**src/rtl/sdcmd_pkg.sv**
```systemverilog
package sdcmd_pkg;

  localparam int CRC_W = 7;
  localparam logic [CRC_W-1:0] CRC_POLY = 7'h09;  // x^7 + x^3 + 1

  typedef enum logic [3:0] {
    ST_IDLE = 4'd0,
    ST_SEND = 4'd1,
    ST_WAIT = 4'd2,
    ST_RECV = 4'd3,
    ST_BUSY = 4'd4
  } eng_state_t;

  function automatic logic [CRC_W-1:0] crc7_step(input logic [CRC_W-1:0] cur,
                                                 input logic bit_in);
    logic fb;
    fb = bit_in ^ cur[CRC_W-1];
    return {cur[CRC_W-2:0], 1'b0} ^ (fb ? CRC_POLY : '0);
  endfunction

endpackage

```
**src/rtl/sdcmd_crc7.sv**
```systemverilog
module sdcmd_crc7
  import sdcmd_pkg::*;
(
  input  logic             clk,
  input  logic             rst,
  input  logic             clr,
  input  logic             en,
  input  logic             din,
  output logic [CRC_W-1:0] crc
);
  always_ff @(posedge clk) begin
    if (rst || clr) crc <= '0;
    else if (en)    crc <= crc7_step(crc, din);
  end
endmodule

```
**src/rtl/sdcmd_rsp_store.sv**
```systemverilog
module sdcmd_rsp_store #(
  parameter int WORD_W    = 32,
  parameter int NUM_WORDS = 4,
  parameter int LEAD_BITS = 8
) (
  input  logic              clk,
  input  logic              rst,
  input  logic              clr,
  input  logic              idx_clr,
  input  logic              shift_en,
  input  logic              din,
  input  logic              rd_next,
  output logic [WORD_W-1:0] word_o
);
  localparam int SR_W  = NUM_WORDS * WORD_W + LEAD_BITS;
  localparam int IDX_W = (NUM_WORDS > 1) ? $clog2(NUM_WORDS) : 1;
  localparam logic [IDX_W-1:0] IDX_LAST = IDX_W'(NUM_WORDS - 1);

  logic [SR_W-1:0]   sr;
  logic [IDX_W-1:0]  idx;
  logic [WORD_W-1:0] words [NUM_WORDS];

  // newest bit enters at position 0; words sit above the trailing bits
  for (genvar k = 0; k < NUM_WORDS; k++) begin : g_word
    assign words[k] = sr[k*WORD_W + LEAD_BITS +: WORD_W];
  end

  always_ff @(posedge clk) begin
    if (rst || clr)    sr <= '0;
    else if (shift_en) sr <= {sr[SR_W-2:0], din};
  end

  always_ff @(posedge clk) begin
    if (rst || idx_clr) idx <= '0;
    else if (rd_next)   idx <= (idx == IDX_LAST) ? '0 : idx + 1'b1;
  end

  always_ff @(posedge clk) begin
    if (rst) word_o <= '0;
    else     word_o <= words[idx];
  end
endmodule

```
**src/rtl/sdcmd_engine.sv**
```systemverilog
module sdcmd_engine
  import sdcmd_pkg::*;
#(
  parameter int IDX_W     = 6,
  parameter int ARG_W     = 32,
  parameter int RB_W      = 8,
  parameter int TO_CYC    = 64,
  parameter int WORD_W    = 32,
  parameter int NUM_WORDS = 4,
  parameter int LEAD_BITS = 8
) (
  input  logic              clk,
  input  logic              rst,
  input  logic              soft_rst,
  input  logic              start,
  input  logic [IDX_W-1:0]  cmd_idx,
  input  logic [ARG_W-1:0]  cmd_arg,
  input  logic [RB_W-1:0]   resp_bits,
  input  logic              crc_skip,
  input  logic              crc_from8,
  input  logic              busy_chk,
  input  logic              cmd_i,
  input  logic              dat0_i,
  input  logic              rd_next,
  output logic              cmd_o,
  output logic              cmd_oe,
  output logic [WORD_W-1:0] resp_word,
  output logic              crc_ok,
  output logic              timeout,
  output logic              cmd_busy,
  output logic              done,
  output logic [3:0]        state_code
);
  localparam int CMD_BITS   = 2 + IDX_W + ARG_W;
  localparam int FRAME_BITS = CMD_BITS + CRC_W + 1;
  localparam int TXC_W      = $clog2(FRAME_BITS + 1);
  localparam int TOC_W      = (TO_CYC > 1) ? $clog2(TO_CYC) : 1;
  localparam logic [TXC_W-1:0] TXC_CMD_END = TXC_W'(CMD_BITS);
  localparam logic [TXC_W-1:0] TXC_END_BIT = TXC_W'(FRAME_BITS - 1);
  localparam logic [TXC_W-1:0] TXC_CRC_TOP = TXC_W'(FRAME_BITS - 2);
  localparam logic [TOC_W-1:0] TO_LAST     = TOC_W'(TO_CYC - 1);
  localparam logic [RB_W-1:0]  COV_LATE    = RB_W'(LEAD_BITS);

  eng_state_t          state;
  logic [CMD_BITS-1:0] tx_sr;
  logic [TXC_W-1:0]    tx_cnt;
  logic [RB_W-1:0]     rx_cnt;
  logic [TOC_W-1:0]    to_cnt;
  logic [RB_W-1:0]     r_bits;
  logic                r_from8, r_skip, r_busy;
  logic                cmd_o_q, cmd_oe_q, busy_q, crc_ok_q, tmo_q, done_q;
  logic [CRC_W-1:0]    tx_crc, rx_crc;
  logic [2:0]          crc_pos;
  logic [RB_W-1:0]     cov_start;
  logic                rst_all, accept, tx_crc_en, rx_crc_en, rx_shift;

  assign rst_all   = rst | soft_rst;
  assign accept    = (state == ST_IDLE) && start;
  assign crc_pos   = 3'(TXC_CRC_TOP - tx_cnt);
  assign cov_start = r_from8 ? COV_LATE : '0;
  assign tx_crc_en = (state == ST_SEND) && (tx_cnt < TXC_CMD_END);
  assign rx_shift  = ((state == ST_WAIT) && !cmd_i) || (state == ST_RECV);
  assign rx_crc_en = ((state == ST_WAIT) && !cmd_i && !r_from8) ||
                     ((state == ST_RECV) && (rx_cnt >= cov_start) && (rx_cnt < r_bits));

  sdcmd_crc7 u_tx_crc (
    .clk(clk), .rst(rst_all), .clr(accept), .en(tx_crc_en),
    .din(tx_sr[CMD_BITS-1]), .crc(tx_crc)
  );

  sdcmd_crc7 u_rx_crc (
    .clk(clk), .rst(rst_all), .clr(accept), .en(rx_crc_en),
    .din(cmd_i), .crc(rx_crc)
  );

  sdcmd_rsp_store #(
    .WORD_W(WORD_W), .NUM_WORDS(NUM_WORDS), .LEAD_BITS(LEAD_BITS)
  ) u_store (
    .clk(clk), .rst(rst_all), .clr(accept), .idx_clr(accept | done_q),
    .shift_en(rx_shift), .din(cmd_i), .rd_next(rd_next), .word_o(resp_word)
  );

  always_ff @(posedge clk) begin
    done_q <= 1'b0;
    if (rst_all) begin
      state    <= ST_IDLE;
      tx_sr    <= '0;
      tx_cnt   <= '0;
      rx_cnt   <= '0;
      to_cnt   <= '0;
      r_bits   <= '0;
      r_from8  <= 1'b0;
      r_skip   <= 1'b0;
      r_busy   <= 1'b0;
      cmd_o_q  <= 1'b1;
      cmd_oe_q <= 1'b0;
      busy_q   <= 1'b0;
      crc_ok_q <= 1'b0;
      tmo_q    <= 1'b0;
    end else begin
      case (state)
        ST_IDLE: begin
          if (start) begin
            tx_sr    <= {2'b01, cmd_idx, cmd_arg};
            tx_cnt   <= '0;
            r_bits   <= resp_bits;
            r_from8  <= crc_from8;
            r_skip   <= crc_skip;
            r_busy   <= busy_chk;
            busy_q   <= 1'b1;
            crc_ok_q <= 1'b0;
            tmo_q    <= 1'b0;
            state    <= ST_SEND;
          end
        end
        ST_SEND: begin
          tx_cnt   <= tx_cnt + 1'b1;
          cmd_oe_q <= 1'b1;
          if (tx_cnt < TXC_CMD_END) begin
            cmd_o_q <= tx_sr[CMD_BITS-1];
            tx_sr   <= tx_sr << 1;
          end else if (tx_cnt < TXC_END_BIT) begin
            cmd_o_q <= tx_crc[crc_pos];
          end else if (tx_cnt == TXC_END_BIT) begin
            cmd_o_q <= 1'b1;
          end else begin
            cmd_oe_q <= 1'b0;
            cmd_o_q  <= 1'b1;
            to_cnt   <= '0;
            rx_cnt   <= '0;
            if (r_bits != '0) state <= ST_WAIT;
            else if (r_busy)  state <= ST_BUSY;
            else begin
              state  <= ST_IDLE;
              busy_q <= 1'b0;
              done_q <= 1'b1;
            end
          end
        end
        ST_WAIT: begin
          if (!cmd_i) begin
            rx_cnt <= RB_W'(1);
            state  <= ST_RECV;
          end else if (to_cnt == TO_LAST) begin
            tmo_q  <= 1'b1;
            busy_q <= 1'b0;
            done_q <= 1'b1;
            state  <= ST_IDLE;
          end else begin
            to_cnt <= to_cnt + 1'b1;
          end
        end
        ST_RECV: begin
          rx_cnt <= rx_cnt + 1'b1;
          if (rx_cnt == r_bits) begin
            crc_ok_q <= r_skip || (rx_crc == '0);
            if (r_busy) state <= ST_BUSY;
            else begin
              state  <= ST_IDLE;
              busy_q <= 1'b0;
              done_q <= 1'b1;
            end
          end
        end
        ST_BUSY: begin
          if (dat0_i) begin
            state  <= ST_IDLE;
            busy_q <= 1'b0;
            done_q <= 1'b1;
          end
        end
        default: state <= ST_IDLE;
      endcase
    end
  end

  assign cmd_o      = cmd_o_q;
  assign cmd_oe     = cmd_oe_q;
  assign crc_ok     = crc_ok_q;
  assign timeout    = tmo_q;
  assign cmd_busy   = busy_q;
  assign done       = done_q;
  assign state_code = state;

endmodule

```
**config.mk**
```make
export PLATFORM = sky130hd
export DESIGN_NAME = sdcmd_engine
export DESIGN_NICKNAME = d
export VERILOG_FILES = /design/src/rtl/sdcmd_pkg.sv /design/src/rtl/sdcmd_crc7.sv /design/src/rtl/sdcmd_rsp_store.sv /design/src/rtl/sdcmd_engine.sv
export SDC_FILE = /design/constraint.sdc
export NUM_CORES = 1
export LEC_CHECK = 0
export ABC_AREA = 0
export CAP_MARGIN = 20
export CORE_ASPECT_RATIO = 0.5
export CORE_UTILIZATION = 30
export DETAILED_ROUTE_END_ITERATION = 8
export HOLD_SLACK_MARGIN = 0.08
export SYNTH_ARGS = -nofsm -noshare
export SYNTH_HDL_FRONTEND = slang
export SYNTH_SLANG_ARGS = --single-unit
```
**constraint.sdc**
```tcl
create_clock -name clk -period 2.1 [get_ports clk]
set_input_delay 0.21 -clock clk [delete_from_list [all_inputs] [get_ports clk]]
set_output_delay 0.21 -clock clk [all_outputs]
set_load 0.03 [all_outputs]
```
==> tab_implementation.tex, run 1 <==
\begin{tabular}{lr}
\hline
Metric & Value \\
\hline
\multicolumn{2}{l}{\textbf{Outcome}} \\
\quad Result of the run & completed \\
\multicolumn{2}{l}{\textbf{Run}} \\
\quad Max-capacitance violation count & 0 \\
\multicolumn{2}{l}{\textbf{Worst hold path}} \\
\quad Worst min-delay path category & primary input to flip-flop \\
\quad Count of cells along the worst hold path & 3 \\
\quad Capture endpoint of the worst hold path & r\_busy \\
\quad Hold path startpoint & busy\_chk \\
\multicolumn{2}{l}{\textbf{Synth}} \\
\quad Cell Area, Synth & 10900 sq um \\
\quad Number of enable-type register cells in the synthesized netlist & 0 \\
\quad Proportion of netlist area held by the largest area contributor & 48.5\% \\
\quad Number of distinct standard cells referenced by the synthesized netlist & 66 \\
\quad Top post-synthesis cells by area & dfxtp\_1, nand2\_1, a21oi\_1, mux4\_2, a311oi\_1 \\
\quad Sequential element share of the synthesized area & 48.5\% \\
\quad Most frequent cells after synthesis & nand2\_1, dfxtp\_1, a21oi\_1, nor2\_1, buf\_2 \\
\quad Mean instance size in the synthesized netlist & 8.59 sq um \\
\quad Top FF cell, synth & dfxtp\_1 \\
\quad Number of register bits inferred by synthesis & 264 \\
\quad Most repeated cell in the gate-level netlist after synthesis & nand2\_1 \\
\quad Async set-or-reset flop fraction in the synthesized netlist & 0\% \\
\quad Instance count of the mapped netlist & 1269 \\
\quad Cell taking the most area after synthesis & dfxtp\_1 \\
\quad Warnings from Yosys & 0 \\
\quad Post-Synthesis Net Count & 1340 \\
\multicolumn{2}{l}{\textbf{Worst setup path}} \\
\quad Delay-heaviest family, CP & buffers and inverters \\
\quad Worst Path Max Fanout & 13 \\
\quad R2r startpoint & r\_bits[7] \\
\quad Ordered cell list for the critical path & buf\_4 -> clkdlybuf4s50\_1 \\
\quad Reg-to-reg critical path endpoint & u\_rx\_crc.crc[4] \\
\quad Slowest stage delay, CP & 0.69 ns \\
\quad Number of cell instances on the worst register-to-register path & 7 \\
\quad Nature of the critical path endpoint & output port \\
\quad Critical path startpoint & state\_code[2] \\
\quad CP required & 1.89 ns \\
\quad Number of buffer and inverter stages on the critical path & 2 \\
\quad Worst reg2reg setup slack & 0.16 ns \\
\quad Kind of critical path & flip-flop to output port \\
\quad Startpoint types & flip-flop \\
\quad Critical path arrival & 1.79 ns \\
\quad CP max-delay cell & clkdlybuf4s50\_1 \\
\multicolumn{2}{l}{\textbf{Placed design}} \\
\quad Port Buf Inserts & 96 \\
\quad Placement Cell Area & 12600 sq um \\
\quad Post-detail-place hpwl & 15600 microns \\
\quad Placer Congestion & 0.745 \\
\multicolumn{2}{l}{\textbf{Route}} \\
\quad Total number of vias & 8681 \\
\quad Remaining design rule violation count & 0 \\
\quad Via/cell ratio & 4.73 \\
\quad Total wire length & 24400 microns \\
\quad Number of routed nets with antenna violations & 0 \\
\quad Initial detailed-routing violation count & 503 \\
\quad 1st-pass router iterations & 4 \\
\quad Routed length per instance & 13.3 microns \\
\multicolumn{2}{l}{\textbf{Clock network}} \\
\quad Cell chosen for the clock root & clkbuf\_16 \\
\quad CTS tree & yes \\
\quad Post-CTS setup buffers & 0 \\
\quad TritonCTS sink count & 264 \\
\quad Number of buffers inserted for hold repair after clock tree synthesis & 0 \\
\quad Clock-pin slew on the worst setup and hold paths & 0.06 ns \\
\quad Max H-tree Level & 1 \\
\quad Number of buffers inserted during clock tree synthesis & 27 \\
\quad Clock buffer depth & 3 \\
\quad Clock Latency Late Sink & 0.54 ns \\
\multicolumn{2}{l}{\textbf{Floorplan}} \\
\quad Die area & 37200 sq um \\
\quad Core ar. & 35100 sq um \\
\quad DIE HEIGHT & 137 microns \\
\quad Die Width & 272 microns \\
\quad Standard-cell rows & 48 \\
\quad I/O pin count & 98 \\
\quad Starting Density & 31.0\% \\
\multicolumn{2}{l}{\textbf{Global routing}} \\
\quad Maximum number of pins on one net before global-route repair & 62 \\
\quad Initial antenna violation count & 0 \\
\quad Global-route wire length before repair & 40900 microns \\
\quad Global route total overflow & 0 \\
\quad Number of global-route vias before repair & 8288 \\
\quad Aggregate global-route resource usage & 13.1\% \\
\multicolumn{2}{l}{\textbf{Finish}} \\
\quad Final instance area & 13500 sq um \\
\quad Final net count & 1416 \\
\quad Layout cells sized above 1 & 10.2\% \\
\quad Filler Cell Count & 3558 \\
\quad \# diodes & 0 \\
\quad Synthesis-to-finish area growth & 23.8\% \\
\multicolumn{2}{l}{\textbf{STA}} \\
\quad Final worst path period share & 95.1\% \\
\quad Number of setup violations in the final report & 0 \\
\quad Clock skew & 0.00859 ns \\
\quad Relative slew margins & 65.7\% \\
\quad Slew Limit Fails & 0 \\
\quad Max Clk Rate & 501 MHz \\
\quad Final critical-path required period & 2.00 ns \\
\quad Unrepaired setup endpoints after global routing & no \\
\quad Hold violation count in the final report & 0 \\
\quad Transition time at the pin with the least slew margin & 0.512 ns \\
\quad Total Negative Setup Slacks & 0 ns \\
\multicolumn{2}{l}{\textbf{Pwr}} \\
\quad Power density relative to cell area & 783 nW/um\^{}2 \\
\quad Worst ir drop on vdd & 0.366 mV \\
\quad P\_leak & 0.00449 uW \\
\hline
\end{tabular}
[layer usage]
metal | vias to the layer above | part of all wire [%] | global-route usage, %
met5 | - | 0 | 0
met4 | 0 | 2.0 | 3.43
met3 | 38 | 3.1 | 2.53
met2 | 92 | 46 | 21.3
met1 | 4082 | 49 | 17.8
li1 | 4469 | - | -
[worst max path at each step]
stage                           end  depth (start not counted)  slack, ns
floorplan           u_rx_crc.crc[4]                          7       0.19
global placement          tx_sr[16]                          7       0.09
CTS                 u_rx_crc.crc[4]                          7       0.05
detailed placement        tx_sr[22]                          7       0.06
global route          state_code[2]                          2       0.02
finish                state_code[2]                          2       0.10
[layout by cell type (no fill, tap or decap), drive strengths merged, types with 3 or more instances in the layout]
cell	n
clkinv	5
a211oi	3
and3	4
buf	46
mux4	33
nor3	8
and2	33
o21ai	19
dfxtp	264
nor4	4
ha	15
o211ai	4
or4	3
clkdlybuf4s50	96
a311oi	39
xnor2	9
a21oi	166
nand3	12
a21o	4
xor2	7
bufinv	4
nand2	400
nor2	81
inv	14
mux2i	9
clkbuf	35
[cell type report]
class                      instances  area, sq um  share of cell area [%]
sequential                       264         5290                    39.2
multi-input combinational        898         5160                    38.2
timing repair buffer             142         1520                    11.3
clock buffer                      35          726                    5.38
tap                              475          594                    4.40
clock inverter                    11          163                    1.21
inverter                          12         45.0                   0.334
[kinds of logic (layout without fill, tap and decap cells)]
kind of cell | after synthesis | in the layout | share of synthesized area, %
flops | 264 | 264 | 48.5
mux | 42 | 42 | 7.64
other cells | 1 | 1 | 0.0344
xor+xnor | 16 | 16 | 1.29
fa+ha+maj | 15 | 15 | 1.72
compound gates | 257 | 257 | 14.2
buf+inv | 107 | 200 | 4.66
simple gates | 567 | 567 | 22.0
[state kept, by name, indices dropped and copies added (netlist names)]
name	count
u_tx_crc.crc	7
r_from8	1
to_cnt	6
u_store.sr	136
timeout	1
tx_sr	40
rx_cnt	8
crc_ok	1
u_rx_crc.crc	7
tx_cnt	6
u_store.word_o	32
cmd_o	1
cmd_oe	1
state_code	3
r_bits	8
cmd_busy	1
r_busy	1
u_store.idx	2
done	1
r_skip	1
[where the power goes]
group	internal, uW	total, uW	switching (uW)	leakage [uW]
registers	5060	5090	29.6	0.00213
logic	263	597	333	0.00192
clock network	2920	4880	1970	0.000439
[timing repair]
item | in CTS | in global routing
setup endpoints to repair | 0 | 11
endpoints found under the hold margin | 0 | 0
gates resized for setup | 0 | 2
[tightest hold or removal path: stages]
cell and delay (ns):
clkdlybuf4s50_1 0.40, nand2_1 0.05, a21oi_1 0.05
[per-stage QoR]
step	std cells	hold slack [ns]	setup slack [ns]	total power, uW	util [%]
5_1_grt	1837	0.212	0.0212	11000	38.4
3_5_place_dp	1791	0.443	0.0616	5800	35.9
2_1_floorplan	1269	0.346	0.191	5540	-
4_1_cts	1837	0.188	0.0464	10700	38.4
3_3_place_gp	1791	0.439	0.0912	5800	35.9
6_report	1837	0.213	0.103	10600	38.4
Power figures use the tool's default switching activity.
==> inputs of run 2 (changes only) <==
- clock period: 2.1 -> 1.8 ns (I/O delays scaled with it)
==> run 2 against run 1 <==
- the flow now finishes with violations (setup timing)
- critical path depth up 4
- flip-flop and latch count stayed put
- register-to-register slack got worse by 0.17 ns
==> tab_implementation.tex, run 2 (same netlist as run 1, synthesis figures left out) <==
\begin{tabular}{lr}
\hline
Metric & Value \\
\hline
\multicolumn{2}{l}{\textbf{Global routing}} \\
\quad Maximum number of pins on one net before global-route repair & 48 \\
\quad Aggregate global-route resource usage & 13.1\% \\
\quad Number of global-route vias before repair & 8226 \\
\quad Global route total overflow & 0 \\
\quad Initial antenna violation count & 1 \\
\quad Global-route wire length before repair & 41000 microns \\
\multicolumn{2}{l}{\textbf{Finish}} \\
\quad Final net count & 1449 \\
\quad Register Area & 5310 sq um \\
\quad Number of flip-flops in the largest register & 136 \\
\quad Commonest non-fill, non-tap cell in the layout & nand2\_1 \\
\quad Area occupied by multi-input gates & 5290 sq um \\
\quad \# diodes & 0 \\
\quad Final instance area & 13900 sq um \\
\quad Synthesis-to-finish area growth & 27.6\% \\
\quad Util after Layout & 39.6\% \\
\quad Commonest non-fill, non-tap cells in the layout & nand2\_1, dfxtp\_1, a21oi\_1 \\
\quad Layout cells sized above 1 & 14.4\% \\
\quad Largest regs & u\_store.sr (136), tx\_sr (40), u\_store.word\_o (32) \\
\quad Filler Cell Count & 3490 \\
\quad Most flops, register & u\_store.sr \\
\multicolumn{2}{l}{\textbf{Pwr}} \\
\quad Worst ir drop on vdd & 0.614 mV \\
\quad P\_leak & 0.00472 uW \\
\quad Power density relative to cell area & 868 nW/um\^{}2 \\
\multicolumn{2}{l}{\textbf{Clock network}} \\
\quad Number of buffers inserted for hold repair after clock tree synthesis & 0 \\
\quad Max H-tree Level & 1 \\
\quad Clock buffer depth & 3 \\
\quad Number of buffers inserted during clock tree synthesis & 26 \\
\quad Clock Latency Late Sink & 0.54 ns \\
\quad Cell chosen for the clock root & clkbuf\_16 \\
\quad Clock-pin slew on the worst setup and hold paths & 0.07 ns \\
\quad CTS tree & yes \\
\quad TritonCTS sink count & 264 \\
\multicolumn{2}{l}{\textbf{Worst setup path}} \\
\quad Critical path arrival & 2.23 ns \\
\quad Nature of the critical path endpoint & flip-flop \\
\quad Reg-to-reg critical path endpoint & cmd\_busy \\
\quad Worst reg2reg setup slack & -0.01 ns \\
\quad R2r startpoint & r\_bits[3] \\
\quad Slowest stage delay, CP & 0.55 ns \\
\quad Ordered cell list for the critical path & or4\_4 -> nor2\_4 -> o32ai\_1 -> buf\_4 -> o311ai\_2 -> o41ai\_1 \\
\quad CP max-delay cell & or4\_4 \\
\quad Kind of critical path & flip-flop to flip-flop \\
\quad Delay-heaviest family, CP & simple AND/OR/NAND/NOR gates \\
\quad CP required & 2.22 ns \\
\quad End of the critical path & cmd\_busy \\
\quad Startpoint types & flip-flop \\
\quad Critical path startpoint & r\_bits[3] \\
\quad Depth of the critical timing path with buffers and inverters included & 6 \\
\quad Worst Path Max Fanout & 3 \\
\quad Number of cell instances on the worst register-to-register path & 6 \\
\quad Number of buffer and inverter stages on the critical path & 1 \\
\multicolumn{2}{l}{\textbf{Floorplan}} \\
\quad Die area & 37200 sq um \\
\quad DIE HEIGHT & 137 microns \\
\quad Starting Density & 31.0\% \\
\quad Die Width & 272 microns \\
\quad Core ar. & 35100 sq um \\
\quad I/O pin count & 98 \\
\quad Standard-cell rows & 48 \\
\multicolumn{2}{l}{\textbf{Route}} \\
\quad Via/cell ratio & 4.73 \\
\quad Routed length per instance & 13.6 microns \\
\quad Number of routed nets with antenna violations & 0 \\
\quad Remaining design rule violation count & 0 \\
\quad Total number of vias & 8846 \\
\quad Initial detailed-routing violation count & 472 \\
\quad 1st-pass router iterations & 5 \\
\quad Total wire length & 25400 microns \\
\multicolumn{2}{l}{\textbf{Placed design}} \\
\quad Placer Congestion & 0.760 \\
\quad Placement Cell Area & 12800 sq um \\
\quad Port Buf Inserts & 96 \\
\quad Post-detail-place hpwl & 16400 microns \\
\multicolumn{2}{l}{\textbf{Worst hold path}} \\
\quad Worst min-delay path category & primary input to flip-flop \\
\multicolumn{2}{l}{\textbf{STA}} \\
\quad Final worst path period share & 101\% \\
\quad Final worst-path setup slack & -0.0122 ns \\
\quad Clock skew & 0.0133 ns \\
\quad Max Clk Rate & 552 MHz \\
\quad Relative slew margins & 65.3\% \\
\quad Slew Limit Fails & 0 \\
\quad Hold violation count in the final report & 0 \\
\quad Transition time at the pin with the least slew margin & 0.521 ns \\
\quad Unrepaired setup endpoints after global routing & yes \\
\quad Total Negative Setup Slacks & -0.0122 ns \\
\quad Number of setup violations in the final report & 1 \\
\quad Final critical-path required period & 1.81 ns \\
\multicolumn{2}{l}{\textbf{Run}} \\
\quad Max-capacitance violation count & 0 \\
\multicolumn{2}{l}{\textbf{Outcome}} \\
\quad Result of the run & finished with violations \\
\quad Violated checks & setup timing \\
\hline
\end{tabular}
-- run 2: cell count changes in the layout (fill, tap and decap cells not counted), moves of 3 or more --
| cell | previous run | this run |
|---|---|---|
| dfxtp_2 | 2 | 13 |
| buf_4 | 29 | 56 |
| buf_12 | 17 | 20 |
| a211oi_1 | 3 | 0 |
| ha_4 | 0 | 3 |
| nor2_4 | 3 | 7 |
| nor2_1 | 77 | 74 |
| clkdlybuf4s50_1 | 96 | 89 |
| a211oi_2 | 0 | 3 |
| dlygate4sd2_1 | 0 | 3 |
| dfxtp_1 | 262 | 249 |
| ha_1 | 15 | 12 |
-- run 2: worst min path at each step --
stage,startpoint,endpoint,slack [ns],depth (start not counted)
final,resp_bits[1],r_bits[1],0.19,3
after global routing,resp_bits[5],r_bits[5],0.19,3
after detailed placement,u_store.sr[5],u_store.sr[6],0.44,2
after global placement,u_store.sr[6],u_store.sr[7],0.44,2
after floorplan,crc_skip,r_skip,0.32,2
after CTS,resp_bits[1],r_bits[1],0.17,3
-- run 2: worst min-delay path, stage by stage --
cell	delay [ns]
clkdlybuf4s50_1	0.39
nand2_1	0.06
a21oi_1	0.05
-- run 2: stage by stage --
stage	hold slack, ns	power [uW]	std cells	setup slack (ns)
final	0.185	12100	1869	-0.0122
after global routing	0.193	12500	1869	-0.0514
after CTS	0.168	12200	1862	-0.00817
after detailed placement	0.443	6790	1818	-0.180
after global placement	0.438	6780	1818	-0.146
after floorplan	0.316	6460	1269	0.00139
-- run 2: layer usage --
metal / wire length (microns) / track usage, %
met4: 390 / 2.84
met3: 797 / 2.47
met1: 12400 / 18.1
met5: 13 / 0
met2: 11800 / 21.4
-- run 2: final cells by class --
cell class              count  area share, %
clock buffers              37           5.26
multi-input cells         899           38.0
inverters                  12          0.324
well taps                 475           4.27
repair buffers            175           13.3
clock inverters             7          0.693
flip-flops and latches    264           38.2
-- run 2: report_power, final --
part           leakage [uW]  switching, uW  internal (uW)
Combinational       0.00217            401            338
Clock              0.000408           2290           3100
Sequential          0.00214           39.0           5900
Total               0.00472           2730           9340
-- run 2: what timing repair did --
action / in CTS / in global routing
hold endpoints to repair: 0 / 0
pin swaps: 6 / 7
gates resized for setup: 16 / 30
setup buffers: 0 / 4
gates cloned: 0 / 3
setup endpoints to repair: 16 / 134
==> inputs of run 3 (changes only) <==
- clock period: 1.8 -> 2.1 ns (I/O delays scaled with it)
==> results of run 3 <==
Final layout, timing and power as in run 1 (identical DEF).
